===== config.mk =====
export PLATFORM = sky130hd
export DESIGN_NAME = ng_gain_ctrl
export DESIGN_NICKNAME = d
export VERILOG_FILES = /design/src/rtl/ng_pkg.sv /design/src/rtl/ng_level_detect.sv /design/src/rtl/ng_rate_timer.sv /design/src/rtl/ng_gate_fsm.sv /design/src/rtl/ng_gain_ctrl.sv
export SDC_FILE = /design/constraint.sdc
export NUM_CORES = 1
export LEC_CHECK = 0
export ABC_AREA = 1
export ABC_CLOCK_PERIOD_IN_PS = 4900
export BUFFER_PORTS_ARGS = -buffer_cell sky130_fd_sc_hd__buf_4
export CAP_MARGIN = 20
export CORE_MARGIN = 2
export CORE_UTILIZATION = 35
export DETAILED_ROUTE_END_ITERATION = 8
export PLACE_DENSITY = 0.65
export SLEW_MARGIN = 20
export SYNTH_ARGS = -nofsm -noshare
export SYNTH_HDL_FRONTEND = slang
export SYNTH_SLANG_ARGS = --single-unit

===== constraint.sdc =====
create_clock -name clk -period 4.9 [get_ports clk]
set_input_delay 1.225 -clock clk [delete_from_list [all_inputs] [get_ports clk]]
set_output_delay 1.225 -clock clk [all_outputs]
set_load 0.005 [all_outputs]

===== src/rtl/ng_pkg.sv =====
`timescale 1ns/1ps
package ng_pkg;
    typedef enum logic [2:0] {
        NG_IDLE    = 3'd0,
        NG_HOLD    = 3'd1,
        NG_ATTACK  = 3'd2,
        NG_GATED   = 3'd3,
        NG_RELEASE = 3'd4
    } ng_state_e;
endpackage


===== src/rtl/ng_level_detect.sv =====
`timescale 1ns/1ps
module ng_level_detect #(
    parameter int SAMPLE_W = 16,
    parameter int NCH      = 2
) (
    input  logic [NCH-1:0][SAMPLE_W-1:0] smp,
    input  logic [SAMPLE_W-1:0]          thresh,
    input  logic                         mono,
    output logic                         quiet
);
    logic [NCH-1:0] below;

    genvar ch;
    generate
        for (ch = 0; ch < NCH; ch++) begin : g_chan
            logic [SAMPLE_W-1:0] mag;
            // absolute value; the most negative code maps to 2^(W-1), which fits unsigned
            assign mag       = smp[ch][SAMPLE_W-1] ? (~smp[ch] + 1'b1) : smp[ch];
            assign below[ch] = (mag < thresh);
        end
    endgenerate

    // mono: channel 0 (left) alone decides
    assign quiet = mono ? below[0] : (&below);
endmodule


===== src/rtl/ng_rate_timer.sv =====
`timescale 1ns/1ps
module ng_rate_timer #(
    parameter int RATE_W = 12
) (
    input  logic              clk,
    input  logic              rst_n,
    input  logic              run,
    input  logic              clr,
    input  logic [RATE_W-1:0] period,
    output logic              tick
);
    logic [RATE_W-1:0] cnt_q;
    logic [RATE_W:0]   cnt_nx;

    assign cnt_nx = {1'b0, cnt_q} + 1'b1;
    // a zero period behaves as a period of one
    assign tick   = run && (cnt_nx >= {1'b0, period});

    always_ff @(posedge clk) begin
        if (!rst_n || clr || !run || tick) cnt_q <= '0;
        else                                cnt_q <= cnt_nx[RATE_W-1:0];
    end
endmodule


===== src/rtl/ng_gate_fsm.sv =====
`timescale 1ns/1ps
module ng_gate_fsm
    import ng_pkg::*;
#(
    parameter int ATT_W  = 6,
    parameter int HOLD_W = 16
) (
    input  logic              clk,
    input  logic              rst_n,
    input  logic              quiet,
    input  logic              tick,
    input  logic [ATT_W-1:0]  user_att,
    input  logic [ATT_W-1:0]  gate_depth,
    input  logic [HOLD_W-1:0] hold_cycles,
    output ng_state_e         state_q,
    output logic              state_chg,
    output logic [ATT_W-1:0]  eff_q
);
    localparam int               ATT_MAX   = (1 << ATT_W) - 1;
    localparam logic [ATT_W:0]   ATT_MAX_X = (ATT_W+1)'(ATT_MAX);

    ng_state_e         state_d;
    logic [HOLD_W-1:0] hold_q;
    logic [ATT_W:0]    goal_sum;
    logic [ATT_W-1:0]  goal;

    assign goal_sum  = {1'b0, user_att} + {1'b0, gate_depth};
    assign goal      = (goal_sum > ATT_MAX_X) ? ATT_MAX_X[ATT_W-1:0] : goal_sum[ATT_W-1:0];
    assign state_chg = (state_d != state_q);

    // next-state decision
    always_comb begin
        state_d = state_q;
        unique case (state_q)
            NG_IDLE:    if (quiet) state_d = NG_HOLD;
            NG_HOLD: begin
                if (!quiet)                    state_d = NG_IDLE;
                else if (hold_q >= hold_cycles) state_d = NG_ATTACK;
            end
            NG_ATTACK: begin
                if (!quiet)             state_d = NG_RELEASE;
                else if (eff_q == goal) state_d = NG_GATED;
            end
            NG_GATED: begin
                if (!quiet)             state_d = NG_RELEASE;
                else if (eff_q != goal) state_d = NG_ATTACK;
            end
            NG_RELEASE: if (eff_q == user_att) state_d = NG_IDLE;
            default:    state_d = NG_IDLE;
        endcase
    end

    // state register
    always_ff @(posedge clk) begin
        if (!rst_n) state_q <= NG_IDLE;
        else        state_q <= state_d;
    end

    // datapath registers: hold counter and applied attenuation
    always_ff @(posedge clk) begin
        if (!rst_n) begin
            hold_q <= '0;
            eff_q  <= '0;
        end else begin
            unique case (state_q)
                NG_IDLE: begin
                    hold_q <= quiet ? HOLD_W'(1) : '0;
                    eff_q  <= user_att;
                end
                NG_HOLD: begin
                    if (!quiet)                    hold_q <= '0;
                    else if (hold_q < hold_cycles) hold_q <= hold_q + 1'b1;
                    eff_q <= user_att;
                end
                NG_ATTACK: begin
                    hold_q <= '0;
                    if (quiet && tick && (eff_q != goal))
                        eff_q <= (eff_q < goal) ? eff_q + 1'b1 : eff_q - 1'b1;
                end
                NG_GATED: hold_q <= '0;
                NG_RELEASE: begin
                    hold_q <= '0;
                    if (tick && (eff_q != user_att))
                        eff_q <= (eff_q > user_att) ? eff_q - 1'b1 : eff_q + 1'b1;
                end
                default: begin
                    hold_q <= '0;
                    eff_q  <= user_att;
                end
            endcase
        end
    end
endmodule


===== src/rtl/ng_gain_ctrl.sv =====
`timescale 1ns/1ps
module ng_gain_ctrl
    import ng_pkg::*;
#(
    parameter int SAMPLE_W = 16,
    parameter int ATT_W    = 6,
    parameter int HOLD_W   = 16,
    parameter int RATE_W   = 12
) (
    input  logic                       clk,
    input  logic                       rst_n,
    input  logic                       mono,
    input  logic signed [SAMPLE_W-1:0] left_smp,
    input  logic signed [SAMPLE_W-1:0] right_smp,
    input  logic [ATT_W-1:0]           user_att,
    input  logic [SAMPLE_W-1:0]        thresh,
    input  logic [ATT_W-1:0]           gate_depth,
    input  logic [HOLD_W-1:0]          hold_cycles,
    input  logic [RATE_W-1:0]          attack_cycles,
    input  logic [RATE_W-1:0]          release_cycles,
    output logic [ATT_W-1:0]           eff_att,
    output logic [2:0]                 gate_state
);
    localparam int NCH = 2;

    logic [NCH-1:0][SAMPLE_W-1:0] smp_bus;
    logic                         quiet_w;
    logic                         tick_w;
    logic                         chg_w;
    logic                         rate_run;
    logic [RATE_W-1:0]            rate_period;
    ng_state_e                    st_w;

    assign smp_bus = {right_smp, left_smp};

    ng_level_detect #(.SAMPLE_W(SAMPLE_W), .NCH(NCH)) u_det (
        .smp    (smp_bus),
        .thresh (thresh),
        .mono   (mono),
        .quiet  (quiet_w)
    );

    assign rate_run    = (st_w == NG_ATTACK) || (st_w == NG_RELEASE);
    assign rate_period = (st_w == NG_ATTACK) ? attack_cycles : release_cycles;

    ng_rate_timer #(.RATE_W(RATE_W)) u_tmr (
        .clk    (clk),
        .rst_n  (rst_n),
        .run    (rate_run),
        .clr    (chg_w),
        .period (rate_period),
        .tick   (tick_w)
    );

    ng_gate_fsm #(.ATT_W(ATT_W), .HOLD_W(HOLD_W)) u_fsm (
        .clk         (clk),
        .rst_n       (rst_n),
        .quiet       (quiet_w),
        .tick        (tick_w),
        .user_att    (user_att),
        .gate_depth  (gate_depth),
        .hold_cycles (hold_cycles),
        .state_q     (st_w),
        .state_chg   (chg_w),
        .eff_q       (eff_att)
    );

    assign gate_state = st_w;
endmodule


==> results.ini, run 1 <==
[run_status]
status=completed

[critical_path]
path_cells=buf_4 > ha_1 > fa_1 > inv_1 > o31ai_1 > nand2_1 > inv_1 > or2_2 > a21oi_1 > inv_1 > or2_2 > ha_1 > nand3_1 > nor2_1 > o211ai_1 > nand2_1 > nand2_1 > nand3_2 > nor2_1
critPathTopFamily=simple AND/OR/NAND/NOR gates
critPathKind=input pin to flop
cp-end-kind=flop
critPathLaunchType=input pin
critical_path.n_buffers_inverters=4
crit_path_max_fanout=12
slowest_stage=fa_1
cp.required_ns=5.11
max_stage_delay_ns=0.38
arrival_ns=4.46

[yosys]
synthTopCellsByArea=ha_1, dfxtp_1, nand2_1
yosys_register_bits=37
synth_top_area_share_pct=20.7
yosysSeqAreaShare_pct=15.0
syn_area_per_cell_sq_um=6.44
synth_fp_nets=954
ys_types=41
ys_async_sr_fraction_pct=0
yosys_warnings=0
netlist_area_sq_um=4950
syn-instance-count=768
synth_largest_area_cell=ha_1
synth_edf_count=0
synth_flop_cell=dfxtp_1

[power_and_ir_drop]
swShare_pct=30.8
share_comb_of_total_power_pct=33.4
clockPowerShare_pct=36.2
power.leakage_nw=3.16
power_switching_mw=0.324
ir_drop_mv=0.131
sequentialPowerShare_pct=30.5
p_per_area_nw_per_um2=172
p_int_mw=0.728
power_mw=1.05

[global_route]
grt-ovfl-total=0
first_global_vias=4757
grt_usage_pct=16.6
antenna_found_initial=0
grt_pass1_wl_um=20600
grt_max_degree=17

[finish]
postLayoutCellArea_sq_um=6130
syn_to_final_growth_pct=23.9
antenna_cells=0
layout_common_cells=nand2_1, inv_1, buf_4
instances_no_fill=1058
layout_commonest_cell=nand2_1
nFillCells=1453
drive_above_1_share_pct=17.8
nets=1063

[clock_network]
clockRootBuffer=clkbuf_16
post_cts_buffers=0
numCtsBuffers=5
cts_resized=0
cts_max_level=2
clk_latency_ns=0.28
cts_max_path_buffers=2
holdBufCountCts=0
clk_pin_slew_ns=0.06
clock-sinks=37
cts_tree=done

[route]
first_iter_violations=231
route.detailed.drc=0
totalWireLength_um=12300
wl_per_cell_um=11.6
antenna_left=0
dr.pass1.iters=5
via_per_inst=4.68
vias=4956

[place]
hpwl_um=10500
gp_congestion=0.869
io_buffers=111
placed_area_sq_um=5950
place_ws_ns=0.374
dp_cells=1050

[flow_run]
cap_viol_max_count=0

[sta]
setup_viol=0
setup_tns_ns=0
hold_viol=0
fin_crit_sh_pct=86.8
rsz0062_at_grt=false
final.setup_skew_ns=0.00872
slew_headroom_pct=62.9
fin_ws_ns=0.646
finalMaxSlewViolations=0
clock.fmax_ghz=0.235
worstMarginPinSlew_ns=0.555
finalCriticalPeriod_ns=4.25

[worst_hold_path]
hold_class=flop to flop

[die]
initial_core_util_pct=35.8
die_area_sq_um=15100
core_sq_um=13800
io_pins=112
die_y_um=123
dieWidth_um=123
rows=43

## cell type report
class / count / area, sq um / area share [%]
clock buffer: 6 / 139 / 2.27
clock inverter: 2 / 37.5 / 0.612
inverter: 136 / 510 / 8.33
multi-input combinational: 586 / 3640 / 59.4
sequential: 37 / 741 / 12.1
tap: 180 / 225 / 3.67
timing repair buffer: 111 / 833 / 13.6
## sequential cells by signal, summed over array words and instances (netlist names)
register and flops:
u_fsm.state_q 3, u_fsm.hold_q 16, u_tmr.cnt_q 12, u_fsm.eff_q 6
## power groups by stage
stage          combinational, mW  sequential [mW]  clock (mW)
6_report                   0.351            0.320       0.380
4_1_cts                    0.354            0.320       0.386
5_1_grt                    0.407            0.321       0.399
3_3_place_gp               0.349            0.327           0
2_1_floorplan              0.226            0.323           0
3_5_place_dp               0.352            0.327           0
## path summary, 6_finish.rpt
path,startpoint,end,slack (ns),cells after the start
worst max register to register,u_tmr.cnt_q[0]$_SDFF_PP0_,u_fsm.eff_q[0]$_SDFFE_PN0P_,1.63,18
worst min-delay path,u_tmr.cnt_q[0]$_SDFF_PP0_,u_tmr.cnt_q[0]$_SDFF_PP0_,0.48,1
worst max-delay path,user_att[0],u_tmr.cnt_q[5]$_SDFF_PP0_,0.65,19
worst min register to register,u_tmr.cnt_q[0]$_SDFF_PP0_,u_tmr.cnt_q[0]$_SDFF_PP0_,0.48,1
## synth_stat cells, types with 3 or more instances
master    number
nand2_1      151
inv_1        127
nor2_1        88
ha_1          82
a21oi_1       60
dfxtp_1       37
nand3_1       35
xor2_1        31
o21ai_0       24
nor3_1        17
nor2_2        15
xnor2_1       13
mux2i_1       11
nand4_1       11
inv_2          8
o21ai_1        6
o31ai_1        6
o211ai_1       5
o21bai_1       5
buf_2          3
clkbuf_1       3
nor2_4         3
or2_2          3
## cell families (layout without fill, tap and decap cells)
kind of cell,Yosys count,after routing,share of synthesized area [%]
adders and majority gates,83,83,21.1
muxes,11,11,2.22
buffers and inverters,145,255,11.4
AOI/OAI and AO/OA,113,113,12.7
DFF,37,37,15.0
xor gates and xnor gates,44,44,7.79
and+or+nand+nor,335,335,29.8
## routing by layer
layer	part of all wire, %	global-route usage [%]	vias up
met5	0	0	-
met1	47	20.9	2163
met3	5.2	3.00	2
met4	0.22	2.08	0
met2	48	30.0	94
li1	-	-	2697
## worst register-to-register path, cell delays in order, from the launching register on
cell	delay, ns
dfxtp_1	0.40
ha_1	0.20
nand2_1	0.08
nor2_2	0.16
nand3_1	0.14
nor2_1	0.19
xor2_1	0.30
inv_1	0.09
ha_1	0.32
nand2_1	0.07
o21a_1	0.18
nor2_1	0.09
nor2_1	0.05
nand3_1	0.18
nand4_1	0.13
nand2_1	0.31
nand3_1	0.13
nand2_1	0.08
nor2_1	0.04
## per-stage QoR
step           hold WS (ns)  utilization, %
3_5_place_dp          0.475            43.1
3_3_place_gp          0.469            43.1
4_1_cts               0.490            44.3
2_1_floorplan         0.443               -
5_1_grt               0.515            44.3
6_report              0.483            44.3
No activity file was read; power rests on OpenSTA's default activity.
==> run 2: changes to the inputs <==
--- a/config.mk
+++ b/config.mk
@@ -7,12 +7,12 @@
 export LEC_CHECK = 0
 export ABC_AREA = 1
 export ABC_CLOCK_PERIOD_IN_PS = 4900
-export BUFFER_PORTS_ARGS = -buffer_cell sky130_fd_sc_hd__buf_4
+export BUFFER_PORTS_ARGS = -buffer_cell sky130_fd_sc_hd__clkbuf_2
 export CAP_MARGIN = 20
 export CORE_MARGIN = 2
-export CORE_UTILIZATION = 35
+export CORE_UTILIZATION = 40
 export DETAILED_ROUTE_END_ITERATION = 8
-export PLACE_DENSITY = 0.65
+export PLACE_DENSITY_LB_ADDON = 0.08
 export SLEW_MARGIN = 20
 export SYNTH_ARGS = -nofsm -noshare
 export SYNTH_HDL_FRONTEND = slang
==> run 2 against run 1 <==
Against the previous run: worst setup slack gained 0.017 ns; register-to-register slack gained 0.06 ns; routed wire length is 1.9% lower; final cell count down 1.1%; sequential share of layout area up 0.69 points; utilization grew 3.8 points; via count up 0.79%; power fell by 8.7%; first-iteration DRC count is 14% lower; clock power decreased by 18%.
==> results.ini, run 2 (synthesis gave the netlist of run 1 again) <==
[run_status]
status=completed

[sta]
worstMarginPinSlew_ns=0.577
fin_crit_sh_pct=86.5
hold_viol=0
slew_headroom_pct=61.5
setup_tns_ns=0
final.setup_skew_ns=0.00930
holdWs_ns=0.489
setup_viol=0
finalMaxSlewViolations=0
finalCriticalPeriod_ns=4.24
clock.fmax_ghz=0.236
rsz0062_at_grt=false

[place]
gp_congestion=0.819
placed_area_sq_um=5660
io_buffers=111
dp_cells=1038
hpwl_um=10400

[finish]
instances_no_fill=1046
postLayoutCellArea_sq_um=5800
drive_above_1_share_pct=17.7
antenna_cells=0
nets=1063
reg.largest.list=u_fsm.hold_q (16), u_tmr.cnt_q (12), u_fsm.eff_q (6)
layout_common_cells=nand2_1, inv_1, clkbuf_2
layout_commonest_cell=nand2_1
syn_to_final_growth_pct=17.2
largest_reg_flops=16
top_register=u_fsm.hold_q

[route]
totalWireLength_um=12100
vias=4995
dr.pass1.iters=4
via_per_inst=4.78
first_iter_violations=198
antenna_left=0
route.detailed.drc=0
wl_per_cell_um=11.6

[clock_network]
post_cts_buffers=0
numCtsBuffers=5
clock-sinks=37
clk_pin_slew_ns=0.06
cts_max_path_buffers=2
cts_tree=done
clockRootBuffer=clkbuf_16
holdBufCountCts=0
cts_resized=0
clk_latency_ns=0.28
cts_max_level=2

[critical_path]
worstSetupEndpoint=u_tmr.cnt_q[5]$_SDFF_PP0_
slowest_stage=fa_1
crit_start=user_att[0]
r2r-start=u_tmr.cnt_q[0]$_SDFF_PP0_
crit_path_max_fanout=12
r2r_cells=18
critPathLaunchType=input pin
rr_endpoint=u_fsm.eff_q[4]$_SDFFE_PN0P_
arrival_ns=4.44
r2r_slack_ns=1.69
cp.required_ns=5.10
path_cells=clkbuf_2 > ha_1 > fa_1 > inv_1 > o31ai_1 > nand2_1 > inv_1 > or2_2 > a21oi_1 > inv_1 > or2_2 > ha_1 > nand3_1 > nor2_1 > o211ai_1 > nand2_1 > nand2_1 > nand3_2 > nor2_1
cp-end-kind=flop
critPathKind=input pin to flop
max_stage_delay_ns=0.38

[flow_run]
cap_viol_max_count=0

[die]
die_y_um=115
rows=40
core_sq_um=12100
die_area_sq_um=13300
io_pins=112
initial_core_util_pct=41.0
dieWidth_um=115

[global_route]
first_global_vias=4848
grt_pass1_wl_um=20700
antenna_found_initial=0
grt-ovfl-total=0
grt_max_degree=17
grt_usage_pct=18.9

[power_and_ir_drop]
p_per_area_nw_per_um2=165
power.leakage_nw=3.08
ir_drop_mv=0.127

[worst_hold_path]
hold_class=flop to flop

[run 2: final cells by class]
| class | count | area (sq um) |
|---|---|---|
| fillers | 1272 | 6260 |
| inverters | 136 | 510 |
| clock buffers | 6 | 129 |
| clock inverters | 2 | 10.0 |
| multi-input cells | 586 | 3640 |
| repair buffers | 111 | 556 |
| flip-flops and latches | 37 | 741 |
| well taps | 168 | 210 |
[run 2: worst min path at each step]
stage / cells after the start / startpoint / slack (ns) / endpoint
global route: 1 / u_tmr.cnt_q[0]$_SDFF_PP0_ / 0.52 / u_tmr.cnt_q[0]$_SDFF_PP0_
global placement: 1 / u_tmr.cnt_q[0]$_SDFF_PP0_ / 0.46 / u_tmr.cnt_q[0]$_SDFF_PP0_
detailed placement: 1 / u_tmr.cnt_q[0]$_SDFF_PP0_ / 0.48 / u_tmr.cnt_q[0]$_SDFF_PP0_
floorplan: 1 / u_tmr.cnt_q[0]$_SDFF_PP0_ / 0.44 / u_tmr.cnt_q[0]$_SDFF_PP0_
finish: 1 / u_tmr.cnt_q[0]$_SDFF_PP0_ / 0.49 / u_tmr.cnt_q[0]$_SDFF_PP0_
CTS: 1 / u_tmr.cnt_q[0]$_SDFF_PP0_ / 0.49 / u_tmr.cnt_q[0]$_SDFF_PP0_
[run 2: critical path, delay by kind of cell]
| family | cells | cell delay, ns |
|---|---|---|
| AO/OA/AOI/OAI | 3 | 0.55 |
| adder cells (fa/ha/maj) | 3 | 0.88 |
| buffers and inverters | 4 | 0.34 |
| AND/OR/NAND/NOR | 9 | 1.44 |
[run 2: where the power goes]
part,total (mW),internal (mW),switching [mW]
combinational,0.329,0.142,0.187
sequential,0.320,0.307,0.0131
clock,0.310,0.187,0.123
[run 2: per-stage QoR]
step,setup WS (ns),utilization (%),power (mW)
2_1_floorplan,0.911,-,0.549
3_3_place_gp,0.476,46.9,0.645
3_5_place_dp,0.361,46.9,0.659
4_1_cts,0.638,48.1,0.971
5_1_grt,0.262,48.1,1.04
6_report,0.662,48.1,0.960
[run 2: per-layer routing]
metal | vias to the layer above | track usage (%) | wire length [um]
li1 | 2699 | - | -
met1 | 2200 | 23.6 | 5560
met2 | 86 | 34.6 | 5940
met3 | 10 | 2.58 | 472
met4 | 0 | 4.02 | 121
met5 | - | 0 | 0
==> run 3: changes to the inputs <==
--- a/config.mk
+++ b/config.mk
@@ -10,7 +10,7 @@
 export BUFFER_PORTS_ARGS = -buffer_cell sky130_fd_sc_hd__clkbuf_2
 export CAP_MARGIN = 20
 export CORE_MARGIN = 2
-export CORE_UTILIZATION = 40
+export CORE_UTILIZATION = 25
 export DETAILED_ROUTE_END_ITERATION = 8
 export PLACE_DENSITY_LB_ADDON = 0.08
 export SLEW_MARGIN = 20
==> run 3 against run 2 <==
Against the previous run: non-clock buffer count is the same; final cell count grew 9.3%; worst setup slack lost 0.023 ns; first-iteration DRC count shrank 9.1%; die area grew 58%; utilization shrank 18 points; register-to-register slack is essentially flat; design area grew 2.4%; clock skew shrank 0.0030 ns; critical path depth is the same; clock power grew 10%; fmax shrank 0.53%; largest power group is now clock; highest routed layer unchanged.
==> results.ini, run 3 (synthesis gave the netlist of run 1 again) <==
[finish]
nFillCells=2203
largest_reg_flops=16
layout_common_cells=nand2_1, inv_1, clkbuf_2
top_register=u_fsm.hold_q
postLayoutCellArea_sq_um=5940
syn_to_final_growth_pct=20.0
reg.largest.list=u_fsm.hold_q (16), u_tmr.cnt_q (12), u_fsm.eff_q (6)
drive_above_1_share_pct=17.8
multi_input_comb_area_sq_um=3640
seqCellArea_sq_um=741
antenna_cells=0
nets=1063
layout_commonest_cell=nand2_1

[die]
dieWidth_um=145
rows=51
die_y_um=145
initial_core_util_pct=25.4
io_pins=112
core_sq_um=19500
die_area_sq_um=20900

[route]
antenna_left=0
via_per_inst=4.31
totalWireLength_um=13600
wl_per_cell_um=11.9
route.detailed.drc=0
first_iter_violations=180
vias=4926
dr.pass1.iters=4

[power_and_ir_drop]
ir_drop_mv=0.121
share_comb_of_total_power_pct=33.3
power_mw=0.994
swShare_pct=33.2
power.leakage_nw=3.09
p_int_mw=0.664
p_per_area_nw_per_um2=167
sequentialPowerShare_pct=32.3
power_switching_mw=0.330
clockPowerShare_pct=34.4

[worst_hold_path]
hold_class=flop to flop
min_path_cells=1
hp-start=u_tmr.cnt_q[0]$_SDFF_PP0_

[clock_network]
post_cts_buffers=0
clock-sinks=37
cts_max_level=2
holdBufCountCts=0
cts_resized=0
clk_pin_slew_ns=0.05
clk_latency_ns=0.28
cts_max_path_buffers=2
numCtsBuffers=5
cts_tree=done
clockRootBuffer=clkbuf_16

[critical_path]
critical_path.n_buffers_inverters=4
r2r-start=u_tmr.cnt_q[0]$_SDFF_PP0_
max_stage_delay_ns=0.38
critPathLaunchType=input pin
slowest_stage=fa_1
arrival_ns=4.47
path_depth=19
crit_start=user_att[0]
crit_path_max_fanout=12
cp-end-kind=flop
cp.required_ns=5.11
path_cells=clkbuf_2 > ha_1 > fa_1 > inv_1 > o31ai_1 > nand2_1 > inv_1 > or2_2 > a21oi_1 > inv_1 > or2_2 > ha_1 > nand3_1 > nor2_1 > o211ai_1 > nand2_1 > nand2_1 > nand3_2 > nor2_1
r2r_cells=18
critPathKind=input pin to flop
critPathTopFamily=simple AND/OR/NAND/NOR gates

[sta]
hold_viol=0
rsz0062_at_grt=false
finalMaxSlewViolations=0
setup_viol=0
slew_headroom_pct=57.8
holdWs_ns=0.481
clock.fmax_ghz=0.235
fin_crit_sh_pct=86.9
worstMarginPinSlew_ns=0.632
final.setup_skew_ns=0.00631
setup_tns_ns=0
finalCriticalPeriod_ns=4.26

[global_route]
antenna_found_initial=0
grt-ovfl-total=0
grt_pass1_wl_um=21700
grt_usage_pct=13.0
first_global_vias=4575
grt_max_degree=17

[flow_run]
cap_viol_max_count=0

[place]
gp_congestion=0.778
hpwl_um=11600
io_buffers=111
placed_area_sq_um=5780

[run_status]
status=completed

run 3: changes by cell type in the layout (fill, tap and decap cells not counted), sizes merged:
| cell | delta |
|---|---|
| clkbuf | +1 |
| clkinv | -1 |
run 3: worst reg2reg max path, delay by kind of cell (launching register included):
family / cells / cell delay (ns)
compound gates: 1 / 0.18
xor+xnor: 1 / 0.28
fa+ha+maj: 2 / 0.53
buf+inv: 1 / 0.08
flops: 1 / 0.39
simple gates: 13 / 1.65
run 3: cell type report:
| cell class | instances | area share (%) |
|---|---|---|
| inverter | 136 | 8.59 |
| tap | 265 | 5.58 |
| multi-input combinational | 586 | 61.4 |
| timing repair buffer | 111 | 9.35 |
| clock buffer | 7 | 2.57 |
| sequential | 37 | 12.5 |
| clock inverter | 1 | 0.0842 |
run 3: power groups by stage:
stage	sequential (mW)	clock, mW	combinational (mW)
2_1_floorplan	0.323	0	0.226
3_3_place_gp	0.329	0	0.338
3_5_place_dp	0.328	0	0.336
4_1_cts	0.321	0.355	0.338
5_1_grt	0.322	0.372	0.387
6_report	0.321	0.342	0.331
run 3: final timing paths:
check             slack (ns)                          end
hold / removal          0.48    u_tmr.cnt_q[0]$_SDFF_PP0_
setup / recovery        0.64    u_tmr.cnt_q[5]$_SDFF_PP0_
setup reg to reg        1.68  u_fsm.eff_q[5]$_SDFFE_PN0P_
hold reg to reg         0.48    u_tmr.cnt_q[0]$_SDFF_PP0_
run 3: through the flow:
step                util (%)  worst slack (ns)  std cells
detailed placement      29.7             0.318       1135
finish                  30.5             0.640       1143
global route            30.5             0.225       1143
CTS                     30.5             0.613       1143
global placement        29.7             0.370       1135
floorplan                  -             0.911        768
run 3: layer usage:
layer  vias to the layer above  track usage (%)  wire length (um)
met5                         -                0                 0
met4                         0             2.61               104
met3                         5             1.88               483
met2                        81             22.5              6230
met1                      2135             17.4              6750
li1                       2705                -                 -
